`src/rtl/ldc_pkg.sv`:
```
package ldc_pkg;

    localparam int PIX_W = 8;

    localparam logic RW_READ  = 1'b0;
    localparam logic RW_WRITE = 1'b1;

    typedef enum logic {
        PH_SHOW  = 1'b0,
        PH_CLEAR = 1'b1
    } phase_e;

    typedef struct packed {
        logic   busy;
        phase_e phase;
    } ctrl_t;

endpackage

```
`src/rtl/ldc_addr_counter.sv`:
```
module ldc_addr_counter #(
    parameter int DEPTH  = 16,
    parameter int ADDR_W = $clog2(DEPTH)
) (
    input  logic              clk,
    input  logic              rst_n,
    input  logic              clr_i,
    input  logic              en_i,
    output logic [ADDR_W-1:0] cnt_o,
    output logic              last_o
);

    localparam logic [ADDR_W-1:0] LAST_ADDR = ADDR_W'(DEPTH - 1);

    logic [ADDR_W-1:0] cnt_d, cnt_q;

    always_comb begin
        cnt_d = cnt_q;
        if (clr_i) begin
            cnt_d = '0;
        end else if (en_i) begin
            cnt_d = (cnt_q == LAST_ADDR) ? '0 : cnt_q + 1'b1;
        end
    end

    always_ff @(posedge clk) begin
        if (!rst_n) begin
            cnt_q <= '0;
        end else begin
            cnt_q <= cnt_d;
        end
    end

    assign cnt_o  = cnt_q;
    assign last_o = (cnt_q == LAST_ADDR);

    AST_CNT_CLEARS: assert property (@(posedge clk) disable iff (!rst_n)
        clr_i |=> cnt_o == '0) else $error("counter not cleared");

    AST_CNT_STEPS: assert property (@(posedge clk) disable iff (!rst_n)
        (en_i && !clr_i && !last_o) |=> cnt_o == $past(cnt_o) + 1'b1) else $error("counter skipped");

    AST_CNT_HOLDS: assert property (@(posedge clk) disable iff (!rst_n)
        (!en_i && !clr_i) |=> $stable(cnt_o)) else $error("counter moved while idle");

endmodule

```
`src/rtl/ldc_phase_ctrl.sv`:
```
module ldc_phase_ctrl #(
    parameter int DATA_W = ldc_pkg::PIX_W
) (
    input  logic              clk,
    input  logic              rst_n,
    input  logic              cs_i,
    input  logic              rw_i,
    input  logic [DATA_W-1:0] bg_i,
    input  logic              last_i,
    output logic              start_o,
    output logic              step_o,
    output logic              busy_o,
    output ldc_pkg::phase_e   phase_o,
    output logic [DATA_W-1:0] bg_o
);

    import ldc_pkg::*;

    ctrl_t             st_d, st_q;
    logic [DATA_W-1:0] bg_d, bg_q;
    logic              start;

    assign start = !st_q.busy && cs_i && (rw_i == RW_READ);

    always_comb begin
        st_d = st_q;
        bg_d = bg_q;
        if (start) begin
            st_d.busy  = 1'b1;
            st_d.phase = PH_SHOW;
            bg_d       = bg_i;
        end else if (st_q.busy) begin
            if (st_q.phase == PH_SHOW) begin
                st_d.phase = PH_CLEAR;
            end else begin
                st_d.phase = PH_SHOW;
                if (last_i) begin
                    st_d.busy = 1'b0;
                end
            end
        end
    end

    always_ff @(posedge clk) begin
        if (!rst_n) begin
            st_q <= '{busy: 1'b0, phase: PH_SHOW};
            bg_q <= '0;
        end else begin
            st_q <= st_d;
            bg_q <= bg_d;
        end
    end

    assign start_o = start;
    assign step_o  = st_q.busy && (st_q.phase == PH_CLEAR);
    assign busy_o  = st_q.busy;
    assign phase_o = st_q.phase;
    assign bg_o    = bg_q;

    AST_SWEEP_STARTS: assert property (@(posedge clk) disable iff (!rst_n)
        (!busy_o && cs_i && rw_i == RW_READ) |=> (busy_o && phase_o == PH_SHOW)) else $error("no start");

    AST_IDLE_STAYS: assert property (@(posedge clk) disable iff (!rst_n)
        (!busy_o && !(cs_i && rw_i == RW_READ)) |=> !busy_o) else $error("spurious start");

    AST_PHASE_ALTERNATES: assert property (@(posedge clk) disable iff (!rst_n)
        (busy_o && phase_o == PH_SHOW) |=> (busy_o && phase_o == PH_CLEAR)) else $error("phase stuck");

    AST_SWEEP_ENDS: assert property (@(posedge clk) disable iff (!rst_n)
        (busy_o && phase_o == PH_CLEAR && last_i) |=> !busy_o) else $error("busy overstayed");

    AST_BG_FROZEN: assert property (@(posedge clk) disable iff (!rst_n)
        (busy_o && $past(busy_o)) |-> $stable(bg_o)) else $error("background moved");

endmodule

```
`src/rtl/ldc_out_stage.sv`:
```
module ldc_out_stage #(
    parameter int DATA_W = ldc_pkg::PIX_W
) (
    input  logic              busy_i,
    input  ldc_pkg::phase_e   phase_i,
    input  logic [DATA_W-1:0] bg_i,
    input  logic [DATA_W-1:0] rdata_i,
    output logic [DATA_W-1:0] pix_o,
    output logic              oe_o,
    output logic              we_o,
    output logic [DATA_W-1:0] wdata_o
);

    import ldc_pkg::*;

    always_comb begin
        oe_o    = busy_i && (phase_i == PH_SHOW);
        we_o    = busy_i && (phase_i == PH_CLEAR);
        pix_o   = oe_o ? rdata_i : '0;
        wdata_o = we_o ? bg_i : '0;
    end

endmodule

```
`src/rtl/line_drain_clear.sv`:
```
module line_drain_clear #(
    parameter int DEPTH  = 16,
    parameter int DATA_W = ldc_pkg::PIX_W,
    parameter int ADDR_W = $clog2(DEPTH)
) (
    input  logic              clk,
    input  logic              rst_n,
    input  logic              cs_i,
    input  logic              rw_i,
    input  logic [DATA_W-1:0] bg_i,
    input  logic [DATA_W-1:0] mem_rdata_i,
    output logic [ADDR_W-1:0] mem_addr_o,
    output logic              mem_we_o,
    output logic [DATA_W-1:0] mem_wdata_o,
    output logic [DATA_W-1:0] pix_o,
    output logic              pix_oe_o,
    output logic              busy_o
);

    ldc_pkg::phase_e   phase;
    logic              start, step, last;
    logic [DATA_W-1:0] bg_held;

    ldc_phase_ctrl #(.DATA_W(DATA_W)) u_ctrl (
        .clk     (clk),
        .rst_n   (rst_n),
        .cs_i    (cs_i),
        .rw_i    (rw_i),
        .bg_i    (bg_i),
        .last_i  (last),
        .start_o (start),
        .step_o  (step),
        .busy_o  (busy_o),
        .phase_o (phase),
        .bg_o    (bg_held)
    );

    ldc_addr_counter #(.DEPTH(DEPTH), .ADDR_W(ADDR_W)) u_cnt (
        .clk    (clk),
        .rst_n  (rst_n),
        .clr_i  (start),
        .en_i   (step),
        .cnt_o  (mem_addr_o),
        .last_o (last)
    );

    ldc_out_stage #(.DATA_W(DATA_W)) u_out (
        .busy_i  (busy_o),
        .phase_i (phase),
        .bg_i    (bg_held),
        .rdata_i (mem_rdata_i),
        .pix_o   (pix_o),
        .oe_o    (pix_oe_o),
        .we_o    (mem_we_o),
        .wdata_o (mem_wdata_o)
    );

    AST_CLEAR_SAME_ADDR: assert property (@(posedge clk) disable iff (!rst_n)
        mem_we_o |-> ($stable(mem_addr_o) && $past(pix_oe_o))) else $error("clear moved address");

    AST_IDLE_QUIET: assert property (@(posedge clk) disable iff (!rst_n)
        !busy_o |-> (!pix_oe_o && !mem_we_o && pix_o == '0)) else $error("output while idle");

    AST_WRAP_AT_END: assert property (@(posedge clk) disable iff (!rst_n)
        $fell(busy_o) |-> mem_addr_o == '0) else $error("counter not wrapped");

endmodule

```
`config.mk`:
```
export PLATFORM = sky130hd
export DESIGN_NAME = line_drain_clear
export DESIGN_NICKNAME = d
export VERILOG_FILES = /design/src/rtl/ldc_pkg.sv /design/src/rtl/ldc_addr_counter.sv /design/src/rtl/ldc_phase_ctrl.sv /design/src/rtl/ldc_out_stage.sv /design/src/rtl/line_drain_clear.sv
export SDC_FILE = /design/constraint.sdc
export NUM_CORES = 1
export LEC_CHECK = 0
export CAP_MARGIN = 10
export CELL_PAD_IN_SITES_DETAIL_PLACEMENT = 0
export CELL_PAD_IN_SITES_GLOBAL_PLACEMENT = 1
export CORE_MARGIN = 1
export CORE_UTILIZATION = 22
export DETAILED_ROUTE_END_ITERATION = 10
export PLACE_DENSITY = 0.79
export SLEW_MARGIN = 30
export SYNTH_ARGS = -nofsm -noshare
export SYNTH_HDL_FRONTEND = slang
export SYNTH_SLANG_ARGS = --single-unit
```
`constraint.sdc`:
```
create_clock -name clk -period 1.1 [get_ports clk]
set_input_delay 0.275 -clock clk [delete_from_list [all_inputs] [get_ports clk]]
set_output_delay 0.275 -clock clk [all_outputs]
set_load 0.05 [all_outputs]
```
==> qor.csv, run 1 <==
stage;metric;value;unit
outcome;status;complete, but fails checks;
outcome;violations;negative setup slack;
logic_synthesis;syn_area_per_cell;8.220;um2
sta;setup_viol;37;
worst_setup_path;worst-path-buf-inv;1;
worst_setup_path;criticalPathCategory;reg2out;
logic_synthesis;synth.cell_area;706.9;um2
sta;max_freq;704.9;MHz
final_layout;layout_common_cells;23 x buf_12, 19 x clkdlybuf4s50_1, 17 x buf_4;
place;io_buffers;42;
worst_setup_path;cpPeakStageDelay;370;ps
final_layout;final_common_cell;buf_12;
sta;worstMarginPinSlew;265.7;ps
power;p_per_area;749.1;mW/mm2
global_route;grt_pass1_vias;885;
final_layout;finish.utilization;0.6025;
global_route;grt_pass1_wl;3939;um
power;total_leakage_power;0.7451;nW
global_route;grt_usage;0.1509;
clocking;hold_buffers;0;
sta;hold_viol;0;
logic_synthesis;ys_ff_latch;14;
logic_synthesis;synth_cells;86;
place;placed_cell_area;0.001595;mm2
route;drcViolationCount;0;
sta;slew_headroom;0.8210;
floorplan;pin_count;43;
sta;skew;3.648;ps
clocking;root_buffer;clkbuf_4;
final_layout;finalNetCount;178;
clocking;tritoncts;done;
worst_setup_path;critical_path_arrival;1140;ps
place;hpwl;1742;um
sta;drv_slew;0;
clocking;htree_num_levels;1;
worst_setup_path;crit_chain;nor2b_2, and2_4, buf_12;
floorplan;start_util;0.2316;
global_route;grt_max_degree;10;
flow_run;cap_violations;0;
logic_synthesis;seq_area_frac_synth;0.3965;
logic_synthesis;synth_warnings;0;
worst_setup_path;critPathCaptureType;output pin;
sta;fin_hold_ws;472.5;ps
worst_setup_path;crit_required;820;ps
global_route;overflow;0;
clocking;cts_sinks;14;
worst_setup_path;worst_path_max_delay_cell;dfxtp_4;
sta;layout_setup_ws;-318.6;ps
final_layout;n_antenna_cell;0;
worst_hold_path;min_path_type;reg2reg;
floorplan;rows;20;
sta;rsz0062_at_grt;true;
place;gp_congestion;0.7139;
worst_setup_path;cp-start-kind;register;
clocking;clk_pin_slew_worst_paths;80;ps
route;via_per_inst;4.235;
sta;fin_tns_setup;-8292;ps
route;wl_per_cell;12.32;um
final_layout;drive_above_1_share;0.6538;
clocking;cts_buffer_depth;2;
sta;finalCritPeriodShare;1.290;
route;first_pass_iters;4;
worst_setup_path;cp_top_family;simple AND/OR/NAND/NOR gates;
route;vias;847;
worst_setup_path;critPathMaxFanout;5;
route;ant_nets;0;
final_layout;final_cell_area;0.001839;mm2
route;wirelength;2463;um
power;ir_worst_vdd;0.5536;mV
floorplan;die_h;58.69;um
global_route;grt_antenna_before_repair;0;
floorplan;die_w;58.69;um
sta;period_needed;1419;ps
final_layout;syn_to_final_growth;160.2;%
route;drtIter0Drc;9;
logic_synthesis;synthesis.nets;107;
logic_synthesis;yosys.cell_types.count;23;
clocking;insertion_delay;280;ps
final_layout;fill_cells;265;
clocking;cts_buffers;3;
floorplan;die_area;0.003444;mm2
floorplan;core_area;0.003053;mm2
cell families after synthesis:
family,Yosys count,share of synthesized area
xor gates and xnor gates,2,0.02478
AOI/OAI and AO/OA,15,0.1451
DFF,14,0.3965
and+or+nand+nor,48,0.3611
buffers and inverters,6,0.05486
adders and majority gates,1,0.01770
repair_timing:
action                                  4_1_cts  5_1_grt
buffers inserted                              6        2
cloned                                        3        0
endpoints found under the setup margin       37       37
resized for setup                            35        5
pin swaps                                    13        4
where the power goes:
group / total [mW] / switching (mW) / leakage [nW] / internal (mW)
Clock: 0.367 / 0.165 / 0.0210 / 0.201
Sequential: 0.540 / 0.0187 / 0.118 / 0.521
Combinational: 0.472 / 0.208 / 0.606 / 0.264
sequential cells by signal (all words and copies together), names as in the netlist:
| signal | flops |
|---|---|
| u_cnt.cnt_o | 4 |
| u_ctrl.bg_o | 8 |
| u_ctrl.busy_o | 1 |
| u_ctrl.phase_o | 1 |
metal layers:
| layer | vias up | wire length (um) | track usage |
|---|---|---|---|
| li1 | 427 | - | - |
| met1 | 388 | 987 | 0.1759 |
| met2 | 30 | 1351 | 0.2791 |
| met3 | 2 | 111 | 0.02637 |
| met4 | 0 | 12 | 0.04762 |
| met5 | - | 0 | 0 |
stage by stage:
| step | worst slack, ps | std cells | total power [mW] |
|---|---|---|---|
| 6_report | -318.6 | 200 | 1.378 |
| 5_1_grt | -382.3 | 200 | 1.427 |
| 4_1_cts | -339.9 | 198 | 1.373 |
| 3_5_place_dp | -428.4 | 185 | 0.9448 |
| 3_3_place_gp | -419.8 | 185 | 0.9388 |
| 2_1_floorplan | -294.1 | 86 | 0.7426 |
tightest hold or removal path: cells and delay by family (launching register included):
kind            cells  cell delay (ps)
flops               1              320
simple gates        1               60
compound gates      1               50
layout make-up:
cell class                 instances  area, um2  share of cell area
clock buffer                       4      36.28             0.01973
multi-input combinational         67      536.8              0.2918
inverter                           1      7.507            0.004082
timing repair buffer              70      905.9              0.4925
tap                               44      55.05             0.02993
sequential                        14      297.8              0.1619
cells in the mapped netlist:
master / n / share of area
a21boi_1: 8 / 0.085
a21oi_1: 4 / 0.028
a31oi_2: 1 / 0.018
and2_1: 8 / 0.071
and3_1: 9 / 0.080
buf_2: 1 / 0.0071
buf_6: 2 / 0.032
clkbuf_1: 2 / 0.011
dfxtp_1: 14 / 0.40
ha_1: 1 / 0.018
inv_1: 1 / 0.0053
nand2_1: 20 / 0.11
nand2_4: 1 / 0.016
nand3_1: 3 / 0.021
nor2_1: 2 / 0.011
nor2b_1: 1 / 0.0089
nor3b_2: 1 / 0.018
o21ai_0: 1 / 0.0071
o21ai_1: 1 / 0.0071
or3_1: 2 / 0.018
or3b_1: 1 / 0.012
xnor2_1: 1 / 0.012
xor2_1: 1 / 0.012
worst paths after layout:
| kind | slack [ps] | cells after the start | startpoint | to |
|---|---|---|---|---|
| min reg2reg | 470 | 2 | u_ctrl.bg_o[5] | u_ctrl.bg_o[5] |
| min | 470 | 2 | u_ctrl.bg_o[5] | u_ctrl.bg_o[5] |
| max | -320 | 3 | u_ctrl.busy_o | pix_o[4] |
| max reg2reg | -200 | 6 | u_ctrl.busy_o | u_ctrl.busy_o |
Note: power is estimated with default switching activity, not from simulation.
==> inputs of run 2 (changes only) <==
--- a/config.mk
+++ b/config.mk
@@ -11,7 +11,9 @@
 export CORE_MARGIN = 1
 export CORE_UTILIZATION = 22
 export DETAILED_ROUTE_END_ITERATION = 10
+export HOLD_SLACK_MARGIN = 0.15
 export PLACE_DENSITY = 0.79
+export SKIP_LAST_GASP = 1
 export SLEW_MARGIN = 30
 export SYNTH_ARGS = -nofsm -noshare
 export SYNTH_HDL_FRONTEND = slang
==> qor.csv, run 2 (synthesized netlist as in run 1, its figures left out) <==
stage;metric;value;unit;change
outcome;status;complete, but fails checks;;
final_layout;multiInputGateArea;534.3;um2;-0.47%
final_layout;drive_above_1_share;0.6474;;-0.006410
final_layout;syn_to_final_growth;159.8;%;
clocking;cts_buffer_depth;2;;unchanged
worst_setup_path;r2r-start;u_ctrl.busy_o;;
global_route;grt_antenna_before_repair;0;;unchanged
floorplan;pin_count;43;;unchanged
clocking;htree_num_levels;1;;unchanged
worst_hold_path;holdPathStages;2;;unchanged
clocking;clk_pin_slew_worst_paths;80;ps;about the same
worst_setup_path;cp-start-kind;register;;
worst_setup_path;rr_endpoint;u_ctrl.busy_o;;
sta;setup_viol;37;;unchanged
global_route;grt_usage;0.1509;;unchanged
worst_setup_path;reg2reg_depth;6;;unchanged
sta;finalCritPeriodShare;1.289;;about the same
flow_run;cap_violations;0;;unchanged
route;ant_nets;0;;unchanged
floorplan;die_w;58.69;um;unchanged
clocking;cts_sinks;14;;unchanged
sta;drv_slew;0;;unchanged
floorplan;rows;20;;unchanged
sta;worstMarginPinSlew;265.7;ps;unchanged
worst_setup_path;rrSetupSlack;-190;ps;about the same
route;wirelength;2460;um;-0.12%
place;hpwl;1742;um;unchanged
floorplan;die_area;0.003444;mm2;unchanged
place;io_buffers;42;;unchanged
clocking;insertion_delay;280;ps;about the same
final_layout;largest_reg_flops;8;;unchanged
worst_hold_path;hold_end;u_ctrl.bg_o[5];;
place;placed_cell_area;0.001595;mm2;unchanged
sta;slew_headroom;0.8210;;unchanged
worst_setup_path;critical_path_arrival;1140;ps;about the same
final_layout;finalNetCount;178;;unchanged
route;first_pass_iters;4;;unchanged
route;drcViolationCount;0;;unchanged
global_route;grt_max_degree;10;;unchanged
worst_hold_path;min_path_type;reg2reg;;
clocking;tritoncts;done;;
sta;rsz0062_at_grt;true;;
power;p_per_area;749.3;mW/mm2;about the same
sta;period_needed;1418;ps;-0.3110 ps
clocking;cts_buffers;3;;unchanged
floorplan;die_h;58.69;um;unchanged
final_layout;n_antenna_cell;0;;unchanged
final_layout;ff_latch_area;297.8;um2;unchanged
worst_setup_path;critPathCaptureType;output pin;;
place;gp_congestion;0.7139;;unchanged
sta;fin_hold_ws;472.6;ps;+0.08200 ps
sta;skew;3.857;ps;+0.2091 ps
worst_setup_path;criticalPathCategory;reg2out;;
route;drtIter0Drc;8;;-1
place;preCtsSetupSlack;-428.4;ps;unchanged
floorplan;core_area;0.003053;mm2;unchanged
final_layout;final_common_cell;buf_12;;
floorplan;start_util;0.2316;;unchanged
worst_setup_path;crit_required;820;ps;about the same
final_layout;final_cell_area;0.001837;mm2;-0.14%
clocking;root_buffer;clkbuf_4;;
worst_hold_path;worstHoldStart;u_ctrl.bg_o[5];;
sta;hold_viol;0;;unchanged
final_layout;layout_common_cells;23 x buf_12, 19 x clkdlybuf4s50_1, 17 x buf_4;;
power;ir_worst_vdd;0.5535;mV;about the same
route;wl_per_cell;12.30;um;-0.12%
outcome;violations;negative setup slack;;
worst_setup_path;critPathMaxFanout;5;;unchanged
route;via_per_inst;4.210;;-0.59%
power;total_leakage_power;0.7446;nW;about the same
sta;layout_setup_ws;-318.3;ps;+0.3110 ps
final_layout;fill_cells;266;;+0.38%
sta;max_freq;705.1;MHz;about the same
global_route;grt_pass1_vias;885;;unchanged
clocking;hold_buffers;0;;unchanged
route;vias;842;;-0.59%
global_route;grt_pass1_wl;3939;um;unchanged
global_route;overflow;0;;unchanged
-- run 2: cell counts in the layout (fill, tap and decap cells not counted) --
Identical to the previous run, type by type.
-- run 2: power breakdown --
part	switching (mW)	total (mW)	leakage [nW]	internal (mW)
clock network	0.165	0.366	0.0210	0.201
registers	0.0187	0.540	0.118	0.521
logic	0.207	0.470	0.606	0.263
-- run 2: through the flow --
| stage | total power [mW] | cells | util | setup TNS (ps) |
|---|---|---|---|---|
| finish | 1.376 | 200 | 0.6016 | -8271 |
| global route | 1.426 | 200 | 0.6016 | -9892 |
| CTS | 1.373 | 198 | 0.5918 | -8375 |
| detailed placement | 0.9448 | 185 | 0.5225 | -8084 |
| global placement | 0.9388 | 185 | 0.5225 | -7962 |
| floorplan | 0.7426 | 86 | - | -6827 |
-- run 2: worst max path at each step --
| stage | from | to | slack (ps) | cells after the start |
|---|---|---|---|---|
| 2_1_floorplan | u_ctrl.busy_o | pix_o[0] | -290 | 4 |
| 3_3_place_gp | cs_i | u_cnt.cnt_o[2] | -420 | 5 |
| 3_5_place_dp | cs_i | u_ctrl.bg_o[6] | -430 | 5 |
| 4_1_cts | u_ctrl.busy_o | pix_o[1] | -340 | 3 |
| 5_1_grt | u_ctrl.busy_o | pix_o[7] | -380 | 3 |
| 6_report | u_ctrl.busy_o | pix_o[4] | -320 | 3 |
-- run 2: metal layers --
layer  vias to the layer above  share of wire  track usage
met5                         -              0            0
met4                         0         0.0049      0.04762
met3                         2          0.044      0.02637
met2                        28           0.55       0.2791
met1                       385           0.40       0.1759
li1                        427              -            -
-- run 2: layout make-up --
type / count / share of cell area
Timing Repair Buffer: 70 / 0.4932
Sequential cell: 14 / 0.1621
Clock buffer: 4 / 0.01975
Tap cell: 44 / 0.02997
Inverter: 1 / 0.004087
Multi-Input combinational cell: 67 / 0.2909
-- run 2: what timing repair did --
item                       CTS  global route
gates resized for setup     35             4
pin swaps                   13             4
setup endpoints to repair   37            37
gates cloned                 3             0
buffers inserted             6             2
-- run 2: critical path, stage by stage (launching register included) --
cell,delay (ps)
dfxtp_4,370
nor2b_2,200
and2_4,180
buf_12,130
